<file path="src/rtl/eag_pkg.sv">
package eag_pkg;
  typedef enum logic [2:0] {
    AM_REG = 3'd0,
    AM_IDX = 3'd1,
    AM_SYM = 3'd2,
    AM_ABS = 3'd3,
    AM_IND = 3'd4,
    AM_INC = 3'd5,
    AM_IMM = 3'd6,
    AM_RSV = 3'd7
  } amode_e;

  typedef enum logic [1:0] {
    OK_REG  = 2'd0,
    OK_IMM  = 2'd1,
    OK_MEM  = 2'd2,
    OK_NONE = 2'd3
  } okind_e;
endpackage

</file>
<file path="src/rtl/eag_legal.sv">
module eag_legal
  import eag_pkg::*;
#(
  parameter int DST_MODES = 4
) (
  input  amode_e mode,
  input  logic   dst,
  output logic   legal
);
  localparam int SRC_MODES = 7;

  always_comb begin
    if (dst) legal = (int'(mode) < DST_MODES);
    else     legal = (int'(mode) < SRC_MODES);
  end
endmodule

</file>
<file path="src/rtl/eag_addr.sv">
module eag_addr
  import eag_pkg::*;
#(
  parameter int DW = 16
) (
  input  amode_e        mode,
  input  logic [DW-1:0] rval,
  input  logic [DW-1:0] pc,
  input  logic [DW-1:0] ext,
  output logic [DW-1:0] ea,
  output okind_e        kind
);
  localparam logic [DW-1:0] ABS_BASE = '0;

  always_comb begin
    ea   = '0;
    kind = OK_NONE;
    unique case (mode)
      AM_REG: kind = OK_REG;
      AM_IDX: begin kind = OK_MEM; ea = ext + rval;     end
      AM_SYM: begin kind = OK_MEM; ea = pc + ext;       end
      AM_ABS: begin kind = OK_MEM; ea = ABS_BASE + ext; end
      AM_IND: begin kind = OK_MEM; ea = rval;           end
      AM_INC: begin kind = OK_MEM; ea = rval;           end
      AM_IMM: kind = OK_IMM;
      AM_RSV: kind = OK_NONE;
    endcase
  end
endmodule

</file>
<file path="src/rtl/eag_step.sv">
module eag_step #(
  parameter int DW         = 16,
  parameter int RW         = 4,
  parameter int PC_IDX     = 0,
  parameter int SP_IDX     = 1,
  parameter int WORD_STEP  = 2,
  parameter int BYTE_STEP  = 1,
  parameter bit KEEP_ALIGN = 1'b1
) (
  input  logic [RW-1:0] reg_idx,
  input  logic          is_byte,
  input  logic [DW-1:0] rval,
  output logic [DW-1:0] nxt
);
  localparam logic [DW-1:0] WSTEP = DW'(WORD_STEP);
  localparam logic [DW-1:0] BSTEP = DW'(BYTE_STEP);
  localparam logic [RW-1:0] PC_R  = RW'(PC_IDX);
  localparam logic [RW-1:0] SP_R  = RW'(SP_IDX);

  logic force_word;

  generate
    if (KEEP_ALIGN) begin : g_align
      assign force_word = (reg_idx == PC_R) || (reg_idx == SP_R);
    end else begin : g_noalign
      assign force_word = 1'b0;
    end
  endgenerate

  always_comb begin
    if (is_byte && !force_word) nxt = rval + BSTEP;
    else                        nxt = rval + WSTEP;
  end
endmodule

</file>
<file path="src/rtl/eag_top.sv">
module eag_top
  import eag_pkg::*;
#(
  parameter int DW        = 16,
  parameter int NREG      = 16,
  parameter int PC_IDX    = 0,
  parameter int SP_IDX    = 1,
  parameter int WORD_STEP = 2,
  parameter int BYTE_STEP = 1,
  parameter int DST_MODES = 4
) (
  input  logic                     clk,
  input  logic                     rst,
  input  logic                     strb_i,
  input  logic                     dst_i,
  input  logic [2:0]               mode_i,
  input  logic                     byte_i,
  input  logic [$clog2(NREG)-1:0]  reg_i,
  input  logic [DW-1:0]            rval_i,
  input  logic [DW-1:0]            pc_i,
  input  logic [DW-1:0]            ext_i,
  output logic                     res_vld_o,
  output logic [1:0]               kind_o,
  output logic [DW-1:0]            ea_o,
  output logic [DW-1:0]            imm_o,
  output logic                     wb_en_o,
  output logic [$clog2(NREG)-1:0]  wb_reg_o,
  output logic [DW-1:0]            wb_val_o,
  output logic                     bad_mode_o
);
  localparam int RW = $clog2(NREG);

  amode_e        mode;
  logic          legal;
  logic [DW-1:0] ea_c, nxt_c;
  okind_e        kind_c;

  assign mode = amode_e'(mode_i);

  eag_legal #(.DST_MODES(DST_MODES)) legal_i (
    .mode(mode), .dst(dst_i), .legal(legal)
  );

  eag_addr #(.DW(DW)) addr_i (
    .mode(mode), .rval(rval_i), .pc(pc_i), .ext(ext_i),
    .ea(ea_c), .kind(kind_c)
  );

  eag_step #(
    .DW(DW), .RW(RW), .PC_IDX(PC_IDX), .SP_IDX(SP_IDX),
    .WORD_STEP(WORD_STEP), .BYTE_STEP(BYTE_STEP), .KEEP_ALIGN(1'b1)
  ) step_i (
    .reg_idx(reg_i), .is_byte(byte_i), .rval(rval_i), .nxt(nxt_c)
  );

  always_ff @(posedge clk) begin
    if (rst) begin
      res_vld_o  <= 1'b0;
      kind_o     <= '0;
      ea_o       <= '0;
      imm_o      <= '0;
      wb_en_o    <= 1'b0;
      wb_reg_o   <= '0;
      wb_val_o   <= '0;
      bad_mode_o <= 1'b0;
    end else begin
      res_vld_o <= strb_i;
      if (strb_i) begin
        bad_mode_o <= !legal;
        if (legal) begin
          kind_o   <= kind_c;
          ea_o     <= ea_c;
          imm_o    <= (kind_c == OK_IMM) ? ext_i : '0;
          wb_en_o  <= (mode == AM_INC);
          wb_reg_o <= reg_i;
          wb_val_o <= (mode == AM_INC) ? nxt_c : '0;
        end else begin
          kind_o   <= OK_NONE;
          ea_o     <= '0;
          imm_o    <= '0;
          wb_en_o  <= 1'b0;
          wb_reg_o <= '0;
          wb_val_o <= '0;
        end
      end
    end
  end
endmodule

</file>
<file path="config.mk">
export PLATFORM = sky130hd
export DESIGN_NAME = eag_top
export DESIGN_NICKNAME = d
export VERILOG_FILES = /design/src/rtl/eag_pkg.sv /design/src/rtl/eag_legal.sv /design/src/rtl/eag_addr.sv /design/src/rtl/eag_step.sv /design/src/rtl/eag_top.sv
export SDC_FILE = /design/constraint.sdc
export NUM_CORES = 1
export LEC_CHECK = 0
export BUFFER_PORTS_ARGS = -buffer_cell sky130_fd_sc_hd__buf_2
export CAP_MARGIN = 20
export CORE_MARGIN = 5
export CORE_UTILIZATION = 51
export DETAILED_ROUTE_END_ITERATION = 7
export PLACE_DENSITY = 0.87
export SLEW_MARGIN = 20
export SYNTH_ARGS = -nofsm -noshare
export SYNTH_HDL_FRONTEND = slang
export SYNTH_SLANG_ARGS = --single-unit
</file>
<file path="constraint.sdc">
create_clock -name clk -period 4.42 [get_ports clk]
set_input_delay 1.326 -clock clk [delete_from_list [all_inputs] [get_ports clk]]
set_output_delay 1.326 -clock clk [all_outputs]
set_load 0.02 [all_outputs]
</file>
==> impl_summary.txt <==
----------------------------------------------------
[Run status]
  Status ... finished clean

[Finish]
  Number of diodes ... 0
  Final core occ ... 0.649
  Fraction of final layout cells with drive strength greater than 1 ... 0.309
  Total number of nets in the final design ... 610
  Area Growth Syn to Fin ... 23.8%

[Power and ir drop]
  Switching power share of the total ... 0.292
  Fraction of power consumed by the clock network ... 0.413
  Internal Dissipation ... 1.05 mW
  Switching Power ... 0.434 mW
  Leak ... 2.01 nW
  Worst supply voltage drop on vdd ... 0.187 mV
  Power Density ... 336 nW/um2
  Combinational Power Share ... 0.225
  Relative contribution of sequential cells to total power ... 0.362
  Post-route total power ... 1.48 mW

[Floorplan]
  Die Span Y ... 93.5 um
  Die outline area ... 8750 um2
  Boundary pin count ... 117
  Starting Density ... 0.524
  Die width ... 93.5 um
  Num rows ... 30
  Std-Cell Core Area ... 6790 um2

[Timing]
  Count of pins over their slew limit ... 0
  Relative slew margins ... 0.335
  Achievable Freq ... 253 MHz
  Minimum period implied by the final worst setup slack ... 3.96 ns
  Part of the cycle the worst path needs ... 0.896
  Number of setup violations in the final report ... 0
  RSZ-0062 raised after global routing ... no
  Final Hold Vio Count ... 0
  Slew at the pin with the worst max-slew slack ... 0.996 ns
  Final setup TNS ... 0 ns
  Setup skew after layout ... 0 ns

[Worst hold path]
  Start point of the worst hold path ... wb_val_o[1]$_SDFFE_PP0P_
  Depth of the worst hold-timing path ... 2
  Hold crit path type ... reg2reg

[Place]
  Number of input and output port buffers inserted ... 116
  Global placement routability congestion ... 1.00
  Final HPWL DP ... 8100 um

[Drt]
  Remaining design rule violation count ... 0
  Average detailed-routed wire length per instance ... 17.3 um
  Number of vias in the routed layout ... 3729
  Total length of routed wires ... 10900 um
  Vias per Instance ... 5.92
  Antenna Nets Post-Route ... 0
  Length of the first detailed-routing pass in iterations ... 5
  Violation count after the first detailed-route iteration ... 318

[Global routing]
  Final global-route overflow total ... 0
  Via count of the first global-routing pass ... 3641
  Number of antenna violations at the first check in global routing ... 0
  Global-route total usage across every layer ... 0.246
  Wire length of the first global-routing pass ... 17000 um
  Largest net degree at the start of global routing ... 44

[Logic synthesis]
  Share of flip-flops with an asynchronous set or reset after synthesis ... 0
  Share of the synthesized area in the top cell type ... 0.321
  Count of warnings emitted by yosys ... 0
  Top-count cell post-synth ... dfxtp_1
  Cell area after technology mapping ... 3560 um2
  Number of synthesized flops with an enable pin ... 0
  Most instantiated cells after synthesis ... dfxtp_1 (57), nor2_1 (52), nand2_1 (37)
  Avg Cell Area, Syn ... 8.46 um2
  Top cell type by total area after synthesis ... dfxtp_1
  Library cells used by synthesis ... 56
  Proportion of synthesized chip area in sequential cells ... 0.321
  Count of state elements after synthesis ... 57
  Leading post-synthesis cells by cell area ... dfxtp_1 (32%), ha_1 (7.0%), a22oi_1 (6.5%), nor2_1 (5.5%), mux2_2 (4.7%)
  Post-Synthesis Cells ... 421
  Synthesized net count ... 502
  Most common flop cell mapped by yosys ... dfxtp_1

[Clock tree]
  Number of buffers created by CTS ... 9
  Maximum clock path buffer count ... 2
  Post-CTS setup-driven buffer insertion count ... 0
  Clock Latency Late Sink ... 0.35 ns
  CTS H-tree lvls ... 3
  Clk Tree Root Cell ... clkbuf_8
  # hold bufs at CTS ... 0
  Clk pin slew, worst setup/hold paths ... 0.07 ns
  Number of sinks driven by the clock tree ... 57
  CTS tree ... done
  Number of gates resized after CTS ... 0

[Setup path]
  Critical setup path kind ... in2reg
  Crit. End Element ... flip-flop
  Depth of the most critical reg-to-reg path ... 4
  Endpoint arrival time on the critical path ... 4.22 ns
  Biggest fanout along the worst timing path ... 8
  CP startpoint kind ... input pin
  Critical Path Start ... mode_i[0]
  Beginning of the worst register-to-register path ... ea_o[12]$_SDFFE_PP0P_
  Setup slack of the worst register-to-register path ... 3.22 ns
  Worst endpoint required time ... 4.68 ns

[Job]
  Reported max-cap violation count ... 0

----------------------------------------------------
worst max-delay path, cell delays in order:
cell      delay [ns]
buf_2           0.16
nand2b_1        0.22
nor2_2          0.19
buf_4           0.21
mux2_2          0.35
ha_1            0.35
o21ai_0         0.14
o21bai_1        0.18
a21oi_1         0.11
o21ai_0         0.48
xor2_1          0.18
nand2_1         0.06
a211oi_1        0.27
worst paths after layout:
kind                              end
max reg2reg     ea_o[12]$_SDFFE_PP0P_
max             ea_o[11]$_SDFFE_PP0P_
min          wb_val_o[1]$_SDFFE_PP0P_
min reg2reg  wb_val_o[1]$_SDFFE_PP0P_
cell usage in the layout (no fill, tap or decap), types with 4 or more instances in the layout:
cell type and n:
nand2b_1 5, dfxtp_1 57, a21oi_1 24, buf_4 5
a22o_1 12, nand2_1 37, mux2_2 15, inv_1 5
clkbuf_8 10, nor2_1 52, nand3_1 12, a22oi_1 31
a211oi_1 6, and3_1 4, buf_2 116, o21ai_0 25
a21o_1 4, ha_1 20, a222oi_1 4, xor2_1 11
nor3_1 5, xnor2_1 16, nor2b_1 5
routing by layer:
metal | track usage | part of all wire | vias up
met5 | 0 | 0 | -
met4 | 0.113 | 0.034 | 0
met3 | 0.0684 | 0.083 | 40
met2 | 0.407 | 0.48 | 194
met1 | 0.295 | 0.41 | 1739
li1 | - | - | 1756
power by group through the flow:
stage	registers (mW)	logic, mW	clock network (mW)
floorplan	0.567	0.204	0
global placement	0.548	0.316	0
detailed placement	0.548	0.325	0
CTS	0.537	0.328	0.614
global route	0.538	0.364	0.640
finish	0.537	0.334	0.612
cell type report:
cell class	instances	area, um2
fillers	570	2390
multi-input cells	335	2270
flip-flops and latches	57	1140
repair buffers	121	618
clock buffers	10	138
well taps	96	120
clock inverters	6	105
inverters	5	18.8
logic make-up after synthesis:
group	Yosys count	synth area share
flip-flops	57	0.321
AND/OR/NAND/NOR	142	0.191
XOR/XNOR	27	0.0664
buffers and inverters	29	0.0425
adder cells (fa/ha/maj)	21	0.0759
AO/OA/AOI/OAI	127	0.247
multiplexers	18	0.0559
through the flow:
| stage | hold WS [ns] | area, um2 | setup slack [ns] | cells |
|---|---|---|---|---|
| final | 0.468 | 4410 | 0.461 | 630 |
| after detailed placement | 0.455 | 4170 | 0.221 | 614 |
| after global routing | 0.479 | 4410 | 0.253 | 630 |
| after global placement | 0.451 | 4170 | 0.398 | 614 |
| after floorplan | 0.541 | 3560 | 0.294 | 421 |
| after CTS | 0.467 | 4410 | 0.552 | 630 |
flip-flops by register name, indices dropped and copies added, names as in the netlist:
signal / flops
bad_mode_o: 1
ea_o: 16
imm_o: 16
kind_o: 2
res_vld_o: 1
wb_en_o: 1
wb_reg_o: 4
wb_val_o: 16
Power figures use the tool's default switching activity.
